[config.mk]
export PLATFORM = sky130hd
export DESIGN_NAME = cache_inv_sweep
export DESIGN_NICKNAME = d
export VERILOG_FILES = /design/src/rtl/cinv_pkg.sv /design/src/rtl/cinv_idx_cnt.sv /design/src/rtl/cinv_ctrl.sv /design/src/rtl/cache_inv_sweep.sv
export SDC_FILE = /design/constraint.sdc
export NUM_CORES = 1
export LEC_CHECK = 0
export ABC_AREA = 1
export BUFFER_PORTS_ARGS = -buffer_cell sky130_fd_sc_hd__buf_4
export CORE_AREA = 2 2 39 41
export CTS_CLUSTER_SIZE = 25
export DETAILED_ROUTE_END_ITERATION = 10
export DIE_AREA = 0 0 41 43
export PLACE_DENSITY = 0.61
export SLEW_MARGIN = 5
export SYNTH_ARGS = -nofsm -noshare
export SYNTH_HDL_FRONTEND = slang
export SYNTH_SLANG_ARGS = --single-unit
[constraint.sdc]
create_clock -name clk_i -period 1.2 [get_ports clk_i]
set_input_delay 0.12 -clock clk_i [delete_from_list [all_inputs] [get_ports clk_i]]
set_output_delay 0.12 -clock clk_i [all_outputs]
set_load 0.05 [all_outputs]
[src/rtl/cinv_pkg.sv]
package cinv_pkg;
  typedef enum logic {SW_IDLE = 1'b0, SW_RUN = 1'b1} sweep_state_e;

  function automatic int idx_width(input int n);
    return (n > 1) ? $clog2(n) : 1;
  endfunction
endpackage

[src/rtl/cinv_idx_cnt.sv]
module cinv_idx_cnt #(
  parameter int NUM_SETS = 128,
  parameter int IDX_W    = cinv_pkg::idx_width(NUM_SETS)
) (
  input  logic             clk_i,
  input  logic             rst_ni,
  input  logic             clear_i,
  input  logic             step_i,
  output logic [IDX_W-1:0] idx_o,
  output logic             last_o
);
  generate
    if (NUM_SETS == 1) begin : g_single
      // first set is the last set
      assign idx_o  = '0;
      assign last_o = 1'b1;
    end else begin : g_count
      logic [IDX_W-1:0] idx_q;
      always_ff @(posedge clk_i or negedge rst_ni) begin
        if (!rst_ni)      idx_q <= '0;
        else if (clear_i) idx_q <= '0;
        else if (step_i)  idx_q <= idx_q + IDX_W'(1);
      end
      assign idx_o  = idx_q;
      assign last_o = (idx_q == IDX_W'(NUM_SETS - 1));

      AST_IDX_STEP: assert property (@(posedge clk_i) disable iff (!rst_ni)
        (step_i && !clear_i) |=> (idx_q == $past(idx_q) + IDX_W'(1))) else $error("idx step");
    end
  endgenerate

  AST_IDX_RANGE: assert property (@(posedge clk_i) disable iff (!rst_ni)
    int'(idx_o) < NUM_SETS) else $error("idx range");
endmodule

[src/rtl/cinv_ctrl.sv]
module cinv_ctrl
  import cinv_pkg::*;
(
  input  logic clk_i,
  input  logic rst_ni,
  input  logic start_i,
  input  logic last_i,
  output logic run_o,
  output logic clear_o,
  output logic step_o,
  output logic done_o
);
  sweep_state_e state_q, state_d;
  logic         done_q;

  always_comb begin
    state_d = state_q;
    unique case (state_q)
      SW_IDLE: if (start_i) state_d = SW_RUN;
      SW_RUN:  if (last_i)  state_d = SW_IDLE;
      default: state_d = SW_IDLE;
    endcase
  end

  always_ff @(posedge clk_i or negedge rst_ni) begin
    if (!rst_ni) begin
      state_q <= SW_IDLE;
      done_q  <= 1'b0;
    end else begin
      state_q <= state_d;
      done_q  <= (state_q == SW_RUN) && last_i;
    end
  end

  assign run_o   = (state_q == SW_RUN);
  // starts are accepted only from idle; writes during a run are dropped
  assign clear_o = (state_q == SW_IDLE) && start_i;
  assign step_o  = run_o && !last_i;
  assign done_o  = done_q;

  AST_START_RUN: assert property (@(posedge clk_i) disable iff (!rst_ni)
    (!run_o && start_i) |=> run_o) else $error("start");
  AST_LAST_END: assert property (@(posedge clk_i) disable iff (!rst_ni)
    (run_o && last_i) |=> (done_o && !run_o)) else $error("end");
  AST_DONE_PULSE: assert property (@(posedge clk_i) disable iff (!rst_ni)
    done_o |=> !done_o) else $error("done pulse");
  AST_RUN_HOLD: assert property (@(posedge clk_i) disable iff (!rst_ni)
    (run_o && !last_i) |=> run_o) else $error("run hold");
endmodule

[src/rtl/cache_inv_sweep.sv]
module cache_inv_sweep #(
  parameter int NUM_SETS = 128,
  localparam int IDX_W   = cinv_pkg::idx_width(NUM_SETS)
) (
  input  logic             clk_i,
  input  logic             rst_ni,
  input  logic             ctl_we_i,
  input  logic             ctl_wdata_i,
  output logic             ctl_rdata_o,
  output logic             stall_o,
  output logic             clr_en_o,
  output logic [IDX_W-1:0] clr_idx_o,
  output logic             done_o
);
  logic start, run, clear, step, last;

  // only a write of 1 requests an invalidate
  assign start = ctl_we_i && ctl_wdata_i;

  cinv_ctrl u_ctrl (
    .clk_i   (clk_i),
    .rst_ni  (rst_ni),
    .start_i (start),
    .last_i  (last),
    .run_o   (run),
    .clear_o (clear),
    .step_o  (step),
    .done_o  (done_o)
  );

  cinv_idx_cnt #(.NUM_SETS(NUM_SETS), .IDX_W(IDX_W)) u_cnt (
    .clk_i   (clk_i),
    .rst_ni  (rst_ni),
    .clear_i (clear),
    .step_i  (step),
    .idx_o   (clr_idx_o),
    .last_o  (last)
  );

  assign stall_o     = run;
  assign clr_en_o    = run;
  assign ctl_rdata_o = run;

  AST_FIRST_SET: assert property (@(posedge clk_i) disable iff (!rst_ni)
    (!stall_o && ctl_we_i && ctl_wdata_i) |=> (clr_en_o && clr_idx_o == '0)) else $error("first set");
  AST_ZERO_WRITE: assert property (@(posedge clk_i) disable iff (!rst_ni)
    (!stall_o && !(ctl_we_i && ctl_wdata_i)) |=> !stall_o) else $error("idle hold");
  AST_NO_RESTART: assert property (@(posedge clk_i) disable iff (!rst_ni)
    (stall_o && !last && ctl_we_i) |=> (stall_o && clr_idx_o != '0)) else $error("restart");
  AST_DONE_IDLE: assert property (@(posedge clk_i) disable iff (!rst_ni)
    done_o |-> (!ctl_rdata_o && $past(ctl_rdata_o))) else $error("done");
endmodule

# Word-level counts from Yosys, hierarchy flattened
# Index checks and enable logic that the tools add are counted.
[classes]
addsub = 1
multipliers = 0
n_div = 0
magnitude_cmp = 0
eq_ne = 1
n_shift = 0
n_mux = 5
n_bitwise = 1
reduce_logical = 6
[ops]
columns = ["cell", "n"]
rows = [
  ["$mux W7", 2],
  ["$add A7 B1 Y7 const B", 1],
  ["$eq A7 B7 Y1 const B", 1],
  ["$logic_and A1 B1 Y1", 4],
  ["$mux W1", 2],
  ["$pmux W1 S2", 1],
  ["$reduce_bool A2 Y1", 1],
  ["$logic_not A1 Y1", 1],
  ["$not A1 Y1", 1],
]
[totals]
regBits = 9
latch_bits = 0
mem_bits_rw = 0
rom_bits = 0
in_bits = 4
output_inout_bits = 11
word_cells = 17
memories = 0

# Longest topological paths before layout
# Gate-level depths: netlist of the first run.
[logic_depth]
word_depth = 5
depth_mapped = 8

# Cells and area by module
# A second synthesis of the first run with hierarchy kept.
[unflattened]
cells_unflattened = 63
area_unflattened_um2 = 490.5
[modules_own_cells]
columns = ["mod", "instances", "cells_each", "area_each_um2", "seq_area_each_um2"]
rows = [
  ["cinv_idx_cnt", 1, 48, 381.6, 175.2],
  ["cinv_ctrl", 1, 11, 86.3, 50.0],
  ["cache_inv_sweep", 1, 4, 22.5, 0.0],
]

# Worst setup path after synthesis of the first run
# No wires, ideal clock.
[synth_path]
kind = "register to register"
startpoint = "reg u_cnt.g_count.idx_q[0] (netlist: u_cnt.idx_o[0])"
endpoint = "reg u_cnt.g_count.idx_q[0] (netlist: u_cnt.idx_o[0])"
arrival_time_ps = 1433
required_time_ps = 1079
setup_slack_ps = -354
stages_incl_launch_ff = 9
n_path_buf = 0
path_cell_list = "dfrtp_1 > ha_1 > nand2_2 > nor2_2 > nand2_2 > nand2_4 > inv_2 > nand2_1 > nand2_1"
[synth_via]
elab_chain_cells = 4
elab_cells_between_ends = 7
[synth_lines]
columns = ["item", "line", "source"]
rows = [
  ["start: declaration", "cinv_idx_cnt.sv:18", "logic [IDX_W-1:0] idx_q;"],
  ["start signal: assignment", "cinv_idx_cnt.sv:22", "else if (step_i) idx_q <= idx_q + IDX_W'(1);"],
  ["parallel branches: the longest is 4 deep, another holds $add A7 B1 Y7", "--", ""],
]
# Parallel ways; which one is timed is not known. The select of a mux whose other input is x is not followed.
# A chain may end at the register's enable or synchronous reset.

# Final worst setup path of the first run
# Ends and elaborated chain as after synthesis.

==> results of run 1 <==
[worst paths after layout]
path	from	end	slack (ns)
worst max-delay path	u_cnt.idx_o[0]	u_cnt.idx_o[0]	0.005
worst min-delay path	ctl_wdata_i	u_ctrl.run_o	0.19
worst max register to register	u_cnt.idx_o[0]	u_cnt.idx_o[0]	0.005
worst min register to register	u_cnt.idx_o[6]	u_cnt.idx_o[6]	0.55
max in group asynchronous	rst_ni	u_ctrl.run_o	0.83
min in group asynchronous	rst_ni	u_cnt.idx_o[6]	0.22
[worst register-to-register path: stages, from the launching register on]
cell     delay, ns
dfrtp_2       0.41
ha_4          0.17
nand2_4       0.06
nor2_4        0.12
nand2_4       0.08
nand2_4       0.10
inv_2         0.05
nand2_1       0.05
nand2_1       0.04
[power breakdown]
group          internal [W]  leakage, nW  total (W)  switching, W
logic              0.000350        0.275    0.00103      0.000683
clock network      0.000128       0.0150   0.000237      0.000108
registers          0.000421        0.105   0.000571      0.000150
total              0.000900        0.395    0.00184      0.000941
[flip-flops by register name (all words and copies together), names as in the netlist]
name / flops
u_cnt.idx_o: 7
u_ctrl.done_o: 1
u_ctrl.run_o: 1
[per-layer routing]
layer,up-vias,global-route usage [%]
li1,244,-
met1,212,16.3
met2,12,20.9
met3,2,3.14
met4,0,6.00
met5,-,0
[final cells by class]
type	count	area, µm²
Fill cell	140	668
Multi-Input combinational cell	45	262
Sequential cell	9	233
Timing Repair Buffer	18	138
Inverter	10	37.5
Clock buffer	4	26.3
Tap cell	16	20.0
[metrics by stage]
step	TNS [ns]	cells	area (µm²)	power [W]
global placement	0	95	649	0.00154
CTS	0	100	686	0.00178
detailed placement	0	95	649	0.00153
floorplan	-0.517	66	532	0.00127
finish	0	102	716	0.00184
global route	-0.212	102	716	0.00196
[timing repair]
item	4_1_cts	5_1_grt
setup endpoints to repair	0	4
hold buffers	1	0
setup buffers	0	2
gates resized for setup	0	3
endpoints found under the hold margin	9	0
[synthesized netlist by cell type (all sizes together)]
library cell,instances,area [µm²]
dfrtp,9,225
o31ai,1,7.51
inv,10,37.5
nand2,20,87.6
nand4,1,6.26
nor2,11,48.8
nand3,10,62.6
a21oi,1,5.00
buf,2,15.0
ha,1,12.5
[cells by family (layout without fill, tap and decap cells)]
logic type	Yosys count	after routing	synth area share (%)
compound gates	2	2	2.46
fa+ha+maj	1	1	2.46
buf+inv	12	32	10.3
flops	9	9	44.3
simple gates	42	42	40.4
==> flow_results.xml, run 1 <==
<?xml version="1.0" encoding="UTF-8"?>
<metrics>
  <group name="floorplanning">
    <metric name="rows" unit="">14</metric>
    <metric name="die-width" unit="µm">41</metric>
    <metric name="initial_utilization" unit="%">36.7</metric>
    <metric name="core-area" unit="µm²">1380</metric>
    <metric name="die-area" unit="µm²">1760</metric>
    <metric name="floorplan.die.height" unit="µm">43</metric>
    <metric name="num_io_pins" unit="">15</metric>
  </group>
  <group name="detailed_routing">
    <metric name="met2WireLength" unit="µm">554</metric>
    <metric name="drt_first_pass_iters" unit="">2</metric>
    <metric name="wl_met1" unit="µm">477</metric>
    <metric name="top_signal_layer_used" unit="">met4</metric>
    <metric name="vias" unit="">470</metric>
    <metric name="ant_nets" unit="">0</metric>
    <metric name="detail_route.drc_violations" unit="">0</metric>
    <metric name="drt-vias-per-instance" unit="">4.61</metric>
    <metric name="route.detailed.wl_per_inst" unit="µm">10.8</metric>
    <metric name="detail_route.wirelength" unit="µm">1100</metric>
    <metric name="wl_met3" unit="µm">47</metric>
    <metric name="dr.first_iter.drc_count" unit="">2</metric>
  </group>
  <group name="global_routing">
    <metric name="grt_first_pass_wirelength" unit="µm">1590</metric>
    <metric name="grt_max_degree" unit="">10</metric>
    <metric name="grt_util_overall" unit="%">13.3</metric>
    <metric name="grt_overflow_total" unit="">0</metric>
    <metric name="via_count_of_the_first_global_routing_pass" unit="">398</metric>
    <metric name="grt_antenna_before_repair" unit="">0</metric>
  </group>
  <group name="clock_tree">
    <metric name="number_of_clock_buffers_inserted_by_tritoncts" unit="">3</metric>
    <metric name="cts_tree" unit="">yes</metric>
    <metric name="cts_buffer_depth" unit="">2</metric>
    <metric name="clk_pin_slew_worst_paths" unit="ns">0.06</metric>
    <metric name="cts.root.buffer_cell" unit="">clkbuf_4</metric>
    <metric name="tritoncts_num_sinks" unit="">9</metric>
    <metric name="clk-insertion-delay-late" unit="ns">0.26</metric>
    <metric name="cts_htree_levels" unit="">1</metric>
  </group>
  <group name="timing">
    <metric name="setup_repair_after_global_routing_missed_its_margin" unit="">yes</metric>
    <metric name="period_share" unit="%">99.5</metric>
    <metric name="worst_hold_slack" unit="ns">0.190</metric>
    <metric name="final.min_clock_period" unit="ns">1.19</metric>
    <metric name="worst_slew_pin_slew" unit="ns">0.183</metric>
    <metric name="maxSlewHeadroom" unit="%">87.7</metric>
    <metric name="skew" unit="ns">0.00495</metric>
    <metric name="finalSetupViolations" unit="">0</metric>
    <metric name="hold_violations" unit="">0</metric>
    <metric name="slew_viol_final" unit="">0</metric>
    <metric name="fmax" unit="MHz">837</metric>
    <metric name="timing.final.ws_setup" unit="ns">0.00540</metric>
  </group>
  <group name="synth">
    <metric name="synthesized_area" unit="µm²">508</metric>
    <metric name="ys_ff_latch" unit="">9</metric>
    <metric name="synth_cells" unit="">66</metric>
    <metric name="synth_fp_nets" unit="">71</metric>
    <metric name="synth_warnings" unit="">0</metric>
    <metric name="synth_area_per_cell" unit="µm²">7.70</metric>
    <metric name="synth.lib_cells_used.distinct" unit="">15</metric>
    <metric name="synth.yosys.seq_area_share" unit="%">44.3</metric>
  </group>
  <group name="pwr">
    <metric name="vdd_drop_max" unit="V">0.00127</metric>
    <metric name="power-per-cell-area" unit="nW/µm²">2570</metric>
    <metric name="p_leak" unit="nW">0.395</metric>
  </group>
  <group name="critical_path">
    <metric name="cp-end-kind" unit="">flop</metric>
    <metric name="path_common_cell" unit="">nand2_4</metric>
    <metric name="cp_max_fo" unit="">6</metric>
    <metric name="path_depth_of_the_worst_reg2reg_path" unit="">8</metric>
    <metric name="critical-path-max-stage-delay" unit="ns">0.41</metric>
    <metric name="worst-setup-path-type" unit="">flop to flop</metric>
    <metric name="worstPathRequired" unit="ns">1.35</metric>
    <metric name="category_of_the_worst_setup_path_launch_point" unit="">flop</metric>
    <metric name="worst_path_max_delay_cell" unit="">dfrtp_2</metric>
    <metric name="crit_family" unit="">simple AND/OR/NAND/NOR gates</metric>
    <metric name="arrival" unit="ns">1.35</metric>
    <metric name="crit_path_cell_trace" unit="">ha_4 &gt; nand2_4 &gt; nor2_4 &gt; nand2_4 &gt; nand2_4 &gt; inv_2 &gt; nand2_1 &gt; nand2_1</metric>
    <metric name="cp.buffers_inverters" unit="">1</metric>
    <metric name="critical_path_depth" unit="">8</metric>
  </group>
  <group name="place">
    <metric name="port_buffers" unit="">14</metric>
    <metric name="gp_congestion" unit="">0.743</metric>
    <metric name="dp_slack" unit="ns">0.0250</metric>
    <metric name="post_dp_hpwl" unit="µm">783</metric>
  </group>
  <group name="final_layout">
    <metric name="postLayoutCoreUtil" unit="%">51.7</metric>
    <metric name="share_of_post_route_cells_with_drive_strength_above_1" unit="%">43.0</metric>
    <metric name="syn2layout_area_growth" unit="%">40.9</metric>
    <metric name="final_net_count" unit="">92</metric>
    <metric name="diodes" unit="">0</metric>
    <metric name="layout_common_cells" unit="">nand2_1 (17), buf_4 (17), nand3_1 (9), inv_1 (8), nor2_1 (8)</metric>
  </group>
  <group name="job">
    <metric name="max_cap_viol_count" unit="">0</metric>
  </group>
  <group name="worst_hold_path">
    <metric name="min_path_type" unit="">primary input to flop</metric>
    <metric name="min_path_cells" unit="">3</metric>
  </group>
  <group name="status">
    <metric name="run_status" unit="">completed</metric>
  </group>
</metrics>
Note: power is estimated with default switching activity, not from simulation.
==> run 2: changes to the inputs <==
--- a/config.mk
+++ b/config.mk
@@ -5,13 +5,11 @@
 export SDC_FILE = /design/constraint.sdc
 export NUM_CORES = 1
 export LEC_CHECK = 0
-export ABC_AREA = 1
 export BUFFER_PORTS_ARGS = -buffer_cell sky130_fd_sc_hd__buf_4
 export CORE_AREA = 2 2 39 41
 export CTS_CLUSTER_SIZE = 25
 export DETAILED_ROUTE_END_ITERATION = 10
 export DIE_AREA = 0 0 41 43
-export PLACE_DENSITY = 0.61
 export SLEW_MARGIN = 5
 export SYNTH_ARGS = -nofsm -noshare
 export SYNTH_HDL_FRONTEND = slang
==> run 2 against run 1 <==
Net effect: the run now ends with negative setup slack left; routed wire length rose by 21%; area after synthesis down 6.9%; hold slack better by 0.023 ns; die area stayed put; global-route usage is 5.0 points higher; setup slack worse by 0.10 ns; design area increased by 15%; sequential share of layout area is 4.1 points lower; clock skew fell by 0.0020 ns; synthesized cell count is 30% lower; count of clock-buffer cells in the layout did not move; critical path type unchanged; largest cell class unchanged.
==> flow_results.xml, run 2 <==
<?xml version="1.0" encoding="UTF-8"?>
<metrics>
  <group name="status">
    <metric name="run_status" unit="">finished with violations</metric>
    <metric name="failing_checks" unit="">negative setup slack</metric>
  </group>
  <group name="timing">
    <metric name="period_share" unit="%">108</metric>
    <metric name="timing.final.ws_setup" unit="ns">-0.0985</metric>
    <metric name="fmax" unit="MHz">770</metric>
    <metric name="finalSetupViolations" unit="">6</metric>
    <metric name="setup_repair_after_global_routing_missed_its_margin" unit="">yes</metric>
    <metric name="slew_viol_final" unit="">0</metric>
    <metric name="worst_slew_pin_slew" unit="ns">0.236</metric>
    <metric name="maxSlewHeadroom" unit="%">84.2</metric>
    <metric name="hold_violations" unit="">0</metric>
    <metric name="final.min_clock_period" unit="ns">1.30</metric>
    <metric name="skew" unit="ns">0.00290</metric>
  </group>
  <group name="clock_tree">
    <metric name="number_of_clock_buffers_inserted_by_tritoncts" unit="">3</metric>
    <metric name="clk_pin_slew_worst_paths" unit="ns">0.06</metric>
    <metric name="clk-insertion-delay-late" unit="ns">0.26</metric>
    <metric name="cts_htree_levels" unit="">1</metric>
    <metric name="cts_tree" unit="">yes</metric>
    <metric name="tritoncts_num_sinks" unit="">9</metric>
    <metric name="cts_buffer_depth" unit="">2</metric>
    <metric name="cts.root.buffer_cell" unit="">clkbuf_4</metric>
  </group>
  <group name="detailed_routing">
    <metric name="dr.first_iter.drc_count" unit="">16</metric>
    <metric name="drt_first_pass_iters" unit="">4</metric>
    <metric name="vias" unit="">514</metric>
    <metric name="drt-vias-per-instance" unit="">5.41</metric>
    <metric name="detail_route.drc_violations" unit="">0</metric>
    <metric name="route.detailed.wl_per_inst" unit="µm">14.0</metric>
    <metric name="detail_route.wirelength" unit="µm">1330</metric>
    <metric name="ant_nets" unit="">0</metric>
  </group>
  <group name="final_layout">
    <metric name="syn2layout_area_growth" unit="%">74.3</metric>
    <metric name="final_net_count" unit="">85</metric>
    <metric name="filler_cell_count" unit="">124</metric>
    <metric name="final_design_area_no_fill" unit="µm²">825</metric>
    <metric name="diodes" unit="">0</metric>
    <metric name="postLayoutCoreUtil" unit="%">59.6</metric>
    <metric name="largest_reg_flops" unit="">7</metric>
    <metric name="layout_common_cells" unit="">buf_4 (30), dfrtp_2 (7)</metric>
    <metric name="layout_commonest_cell" unit="">buf_4</metric>
    <metric name="share_of_post_route_cells_with_drive_strength_above_1" unit="%">68.4</metric>
  </group>
  <group name="critical_path">
    <metric name="worst-setup-path-type" unit="">flop to flop</metric>
    <metric name="cp-end-kind" unit="">flop</metric>
    <metric name="category_of_the_worst_setup_path_launch_point" unit="">flop</metric>
    <metric name="worstPathRequired" unit="ns">1.35</metric>
    <metric name="arrival" unit="ns">1.45</metric>
    <metric name="cp.buffers_inverters" unit="">1</metric>
    <metric name="critical-path-max-stage-delay" unit="ns">0.43</metric>
    <metric name="crit_family" unit="">flip-flops</metric>
    <metric name="cp_max_fo" unit="">4</metric>
    <metric name="worst_path_max_delay_cell" unit="">dfrtp_2</metric>
    <metric name="crit_path_cell_trace" unit="">buf_4 &gt; or3_1 &gt; a32o_1</metric>
  </group>
  <group name="synth">
    <metric name="synth_enable_flop_cells" unit="">0</metric>
    <metric name="dominantRegCellSynth" unit="">dfrtp_1</metric>
    <metric name="netlist.area_leader.share" unit="%">47.6</metric>
    <metric name="ys_ff_latch" unit="">9</metric>
    <metric name="ys_top_cells_by_count" unit="">dfrtp_1 (9), a21oi_1 (4), a31oi_1 (4)</metric>
    <metric name="synth_cells" unit="">46</metric>
    <metric name="synth.yosys.seq_area_share" unit="%">47.6</metric>
    <metric name="share_of_async_settable_or_async_resettable_flops_after_synthesis" unit="%">100</metric>
    <metric name="synth.lib_cells_used.distinct" unit="">24</metric>
    <metric name="post_synth_main_area_contributors" unit="">dfrtp_1 (48%), a31oi_1 (5.3%), a211oi_1 (4.8%)</metric>
    <metric name="synthesized_area" unit="µm²">473</metric>
    <metric name="synth_area_per_cell" unit="µm²">10.3</metric>
    <metric name="synth_warnings" unit="">0</metric>
    <metric name="synth_fp_nets" unit="">51</metric>
    <metric name="synth.largest_area_cell" unit="">dfrtp_1</metric>
    <metric name="synth_most_common_cell" unit="">dfrtp_1</metric>
  </group>
  <group name="floorplanning">
    <metric name="rows" unit="">14</metric>
    <metric name="initial_utilization" unit="%">34.2</metric>
    <metric name="num_io_pins" unit="">15</metric>
    <metric name="die-area" unit="µm²">1760</metric>
    <metric name="core-area" unit="µm²">1380</metric>
    <metric name="floorplan.die.height" unit="µm">43</metric>
    <metric name="die-width" unit="µm">41</metric>
  </group>
  <group name="pwr">
    <metric name="power-per-cell-area" unit="nW/µm²">2780</metric>
    <metric name="vdd_drop_max" unit="V">0.00163</metric>
    <metric name="p_leak" unit="nW">0.352</metric>
  </group>
  <group name="place">
    <metric name="dp_slack" unit="ns">-0.152</metric>
    <metric name="dpl_cell_area" unit="µm²">729</metric>
    <metric name="gp_congestion" unit="">0.796</metric>
    <metric name="port_buffers" unit="">14</metric>
    <metric name="post_dp_hpwl" unit="µm">942</metric>
  </group>
  <group name="global_routing">
    <metric name="grt_overflow_total" unit="">0</metric>
    <metric name="grt_max_degree" unit="">12</metric>
    <metric name="grt_antenna_before_repair" unit="">0</metric>
    <metric name="via_count_of_the_first_global_routing_pass" unit="">503</metric>
    <metric name="grt_util_overall" unit="%">18.3</metric>
    <metric name="grt_first_pass_wirelength" unit="µm">2210</metric>
  </group>
  <group name="worst_hold_path">
    <metric name="min_path_type" unit="">primary input to asynchronous set/reset pin</metric>
  </group>
  <group name="job">
    <metric name="max_cap_viol_count" unit="">0</metric>
  </group>
</metrics>
==> run 2: what timing repair did <==
| item | 4_1_cts | 5_1_grt |
|---|---|---|
| setup endpoints to repair | 9 | 9 |
| endpoints found under the hold margin | 9 | 0 |
| setup buffers | 1 | 0 |
| hold buffers | 1 | 0 |
| pin swaps | 11 | 1 |
| gates cloned | 0 | 0 |
| gates resized for setup | 10 | 1 |
==> run 2: cells by family after synthesis <==
group                    synth area share [%]
AO/OA/AOI/OAI                            25.1
flip-flops                               47.6
adder cells (fa/ha/maj)                  2.65
buffers and inverters                    3.97
AND/OR/NAND/NOR                          20.6
==> run 2: worst paths after layout <==
check                                     from              to  slack [ns]  cells past startpoint
worst min-delay path                    rst_ni  u_cnt.idx_o[2]        0.21                      2
worst max-delay path            u_cnt.idx_o[0]  u_cnt.idx_o[0]        -0.1                      3
worst max register to register  u_cnt.idx_o[0]  u_cnt.idx_o[0]        -0.1                      3
worst min register to register  u_cnt.idx_o[6]  u_cnt.idx_o[6]        0.62                      3
max in group asynchronous               rst_ni  u_cnt.idx_o[5]        0.84                      2
min in group clk_i                 ctl_wdata_i  u_cnt.idx_o[2]        0.24                      4
==> run 2: where the power goes <==
group          switching (W)  internal [W]  total (W)  leakage (nW)
Clock               0.000108      0.000128   0.000237        0.0150
Sequential          0.000139      0.000431   0.000571         0.105
Combinational       0.000843      0.000639    0.00148         0.232
==> run 2: through the flow <==
step | cells | TNS, ns | power [W] | hold slack, ns
global placement | 89 | -0.657 | 0.00191 | -0.0473
global route | 95 | -0.793 | 0.00243 | 0.233
detailed placement | 89 | -0.739 | 0.00192 | -0.0478
floorplan | 46 | -1.72 | 0.00134 | -0.176
finish | 95 | -0.344 | 0.00229 | 0.213
CTS | 95 | -0.463 | 0.00229 | 0.214
==> run 2: routing by layer <==
| layer | vias to the layer above | wire length (µm) | track usage [%] |
|---|---|---|---|
| met4 | 0 | 19 | 8.00 |
| met3 | 4 | 71 | 3.14 |
| met5 | - | 0 | 0 |
| li1 | 248 | - | - |
| met2 | 18 | 634 | 25.9 |
| met1 | 244 | 602 | 26.4 |
==> run 2: worst register-to-register path, stage by stage, from the launching register on <==
cell     delay (ns)
dfrtp_2        0.43
buf_4          0.15
or3_1          0.38
a32o_1         0.23
==> run 2: final cells by class <==
class                   count  area, µm²  area share (%)
multi-input cells          34        298            36.1
repair buffers             32        246            29.9
flip-flops and latches      9        234            28.4
clock buffers               4       26.3            3.19
well taps                  16       20.0            2.43
==> run 3: changes to the inputs <==
--- a/config.mk
+++ b/config.mk
@@ -5,6 +5,7 @@
 export SDC_FILE = /design/constraint.sdc
 export NUM_CORES = 1
 export LEC_CHECK = 0
+export ABC_AREA = 1
 export BUFFER_PORTS_ARGS = -buffer_cell sky130_fd_sc_hd__buf_4
 export CORE_AREA = 2 2 39 41
 export CTS_CLUSTER_SIZE = 25
==> constraint.sdc (replaced) <==
create_clock -name clk_i -period 1.5 [get_ports clk_i]
set_input_delay 0.15 -clock clk_i [delete_from_list [all_inputs] [get_ports clk_i]]
set_output_delay 0.15 -clock clk_i [all_outputs]
set_load 0.05 [all_outputs]
==> run 3 against run 2 <==
Net effect: the run now ends clean; clock power fell by 18%; clock skew up 0.0040 ns; largest power group unchanged; register-to-register slack gained 0.34 ns; global-route usage shrank 2.4 points; count of clock-buffer cells in the layout is the same; non-clock buffer count fell by 17; sequential power is 22% lower; largest cell class unchanged; sequential cell count did not move; final cell count grew 4.2%; critical endpoint is now u_cnt.idx_o[1]; combinational power is 51% lower; routed wire length fell by 23%.
==> flow_results.xml, run 3 (synthesis gave the netlist of run 1 again) <==
<?xml version="1.0" encoding="UTF-8"?>
<metrics>
  <group name="timing">
    <metric name="worst_slew_pin_slew" unit="ns">0.253</metric>
    <metric name="setup_repair_after_global_routing_missed_its_margin" unit="">no</metric>
    <metric name="fmax" unit="MHz">794</metric>
    <metric name="worst_hold_slack" unit="ns">0.226</metric>
    <metric name="accumulated_negative_setup_slack" unit="ns">0</metric>
    <metric name="finalSetupViolations" unit="">0</metric>
    <metric name="final.min_clock_period" unit="ns">1.26</metric>
    <metric name="hold_violations" unit="">0</metric>
    <metric name="period_share" unit="%">83.9</metric>
    <metric name="skew" unit="ns">0.00695</metric>
    <metric name="slew_viol_final" unit="">0</metric>
    <metric name="timing.final.ws_setup" unit="ns">0.241</metric>
    <metric name="maxSlewHeadroom" unit="%">83.1</metric>
  </group>
  <group name="pwr">
    <metric name="clkPwrFrac" unit="%">14.2</metric>
    <metric name="comb_power_share" unit="%">53.3</metric>
    <metric name="p_leak" unit="nW">0.360</metric>
    <metric name="vdd_drop_max" unit="V">0.00103</metric>
    <metric name="internal_power" unit="W">0.000653</metric>
    <metric name="switching_power" unit="W">0.000713</metric>
    <metric name="flop_pwr_share" unit="%">32.5</metric>
    <metric name="swShare" unit="%">52.2</metric>
    <metric name="total_power" unit="W">0.00137</metric>
    <metric name="power-per-cell-area" unit="nW/µm²">2080</metric>
  </group>
  <group name="clock_tree">
    <metric name="cts_buffer_depth" unit="">2</metric>
    <metric name="cts_htree_levels" unit="">1</metric>
    <metric name="tritoncts_num_sinks" unit="">9</metric>
    <metric name="cts_tree" unit="">yes</metric>
    <metric name="cts.root.buffer_cell" unit="">clkbuf_4</metric>
    <metric name="clk_pin_slew_worst_paths" unit="ns">0.06</metric>
    <metric name="clk-insertion-delay-late" unit="ns">0.27</metric>
    <metric name="number_of_clock_buffers_inserted_by_tritoncts" unit="">3</metric>
    <metric name="postCtsSetupBuffers" unit="">0</metric>
    <metric name="cts_resized" unit="">0</metric>
  </group>
  <group name="detailed_routing">
    <metric name="detail_route.drc_violations" unit="">0</metric>
    <metric name="dr.first_iter.drc_count" unit="">10</metric>
    <metric name="drt_first_pass_iters" unit="">4</metric>
    <metric name="detail_route.wirelength" unit="µm">1030</metric>
    <metric name="drt-vias-per-instance" unit="">4.69</metric>
    <metric name="vias" unit="">464</metric>
    <metric name="ant_nets" unit="">0</metric>
    <metric name="route.detailed.wl_per_inst" unit="µm">10.4</metric>
  </group>
  <group name="final_layout">
    <metric name="final_design_area_no_fill" unit="µm²">657</metric>
    <metric name="layout_common_cells" unit="">nand2_1 (17), buf_4 (14), nand3_1 (9), inv_1 (8), nor2_1 (8)</metric>
    <metric name="diodes" unit="">0</metric>
    <metric name="syn2layout_area_growth" unit="%">29.3</metric>
    <metric name="share_of_post_route_cells_with_drive_strength_above_1" unit="%">33.7</metric>
    <metric name="filler_cell_count" unit="">139</metric>
    <metric name="largest_reg_flops" unit="">7</metric>
    <metric name="layout_commonest_cell" unit="">nand2_1</metric>
    <metric name="final_net_count" unit="">89</metric>
  </group>
  <group name="critical_path">
    <metric name="worst_r2r_dst" unit="">u_cnt.idx_o[1]</metric>
    <metric name="worstReg2RegStart" unit="">u_cnt.idx_o[0]</metric>
    <metric name="worst-setup-path-type" unit="">flop to flop</metric>
    <metric name="path_depth_of_the_worst_reg2reg_path" unit="">8</metric>
    <metric name="category_of_the_worst_setup_path_launch_point" unit="">flop</metric>
    <metric name="arrival" unit="ns">1.42</metric>
    <metric name="critical_path.endpoint" unit="">u_cnt.idx_o[1]</metric>
    <metric name="cp_max_fo" unit="">6</metric>
    <metric name="r2r_slack" unit="ns">0.24</metric>
    <metric name="worstPathRequired" unit="ns">1.66</metric>
    <metric name="critPathLaunch" unit="">u_cnt.idx_o[0]</metric>
    <metric name="cp-end-kind" unit="">flop</metric>
  </group>
  <group name="floorplanning">
    <metric name="floorplan.die.height" unit="µm">43</metric>
    <metric name="rows" unit="">14</metric>
    <metric name="die-width" unit="µm">41</metric>
    <metric name="num_io_pins" unit="">15</metric>
    <metric name="die-area" unit="µm²">1760</metric>
    <metric name="core-area" unit="µm²">1380</metric>
    <metric name="initial_utilization" unit="%">36.7</metric>
  </group>
  <group name="place">
    <metric name="gp_congestion" unit="">0.762</metric>
    <metric name="port_buffers" unit="">14</metric>
    <metric name="post_dp_hpwl" unit="µm">792</metric>
    <metric name="dp_slack" unit="ns">0.248</metric>
    <metric name="dpl_cell_area" unit="µm²">621</metric>
  </group>
  <group name="global_routing">
    <metric name="via_count_of_the_first_global_routing_pass" unit="">417</metric>
    <metric name="grt_antenna_before_repair" unit="">0</metric>
    <metric name="grt_first_pass_wirelength" unit="µm">1800</metric>
    <metric name="grt_max_degree" unit="">10</metric>
    <metric name="grt_util_overall" unit="%">15.9</metric>
    <metric name="grt_overflow_total" unit="">0</metric>
  </group>
  <group name="worst_hold_path">
    <metric name="min_path_type" unit="">primary input to asynchronous set/reset pin</metric>
  </group>
  <group name="status">
    <metric name="run_status" unit="">completed</metric>
  </group>
  <group name="job">
    <metric name="max_cap_viol_count" unit="">0</metric>
  </group>
</metrics>
-- run 3: repair_timing --
action | in CTS | in global routing
endpoints found under the hold margin | 9 | 0
setup endpoints to repair | 0 | 0
hold buffers | 1 | 0
-- run 3: layout make-up --
cell class	count	area [µm²]	share of cell area [%]
Clock buffer	4	26.3	4.00
Inverter	10	37.5	5.71
Multi-Input combinational cell	45	230	35.0
Sequential cell	9	228	34.7
Tap cell	16	20.0	3.05
Timing Repair Buffer	15	115	17.5
-- run 3: worst min path at each step --
stage | from | to | slack [ns]
after floorplan | rst_ni | u_cnt.idx_o[0] | -0.15
after global placement | rst_ni | u_cnt.idx_o[5] | -0.02
after detailed placement | rst_ni | u_cnt.idx_o[5] | -0.02
after CTS | ctl_wdata_i | u_ctrl.run_o | 0.22
after global routing | rst_ni | u_cnt.idx_o[5] | 0.25
final | rst_ni | u_cnt.idx_o[5] | 0.23
-- run 3: critical path: stages, from the launching register on --
cell     delay, ns
dfrtp_2       0.40
ha_1          0.21
nand2_2       0.08
nor2_2        0.10
nand2_2       0.10
nand2_4       0.10
inv_2         0.05
nand2_1       0.05
nand2_1       0.04
-- run 3: power by group through the flow --
stage	registers, W	clock network, W	logic (W)
after floorplan	0.000705	0	0.000272
after global placement	0.000446	0	0.000736
after detailed placement	0.000449	0	0.000731
after CTS	0.000444	0.000202	0.000735
after global routing	0.000463	0.000217	0.000801
final	0.000444	0.000194	0.000728
-- run 3: per-layer routing --
layer / track usage, % / vias up / routed length [µm]
met2: 22.2 / 16 / 461
met3: 4.71 / 3 / 73
met4: 10.0 / 0 / 25
met5: 0 / - / 0
met1: 20.7 / 207 / 466
li1: - / 238 / -
-- run 3: stage by stage --
step / utilization [%] / instances
final: 47.5 / 99
after detailed placement: 44.8 / 94
after floorplan: - / 66
after global placement: 44.8 / 94
after CTS: 47.5 / 99
after global routing: 47.5 / 99
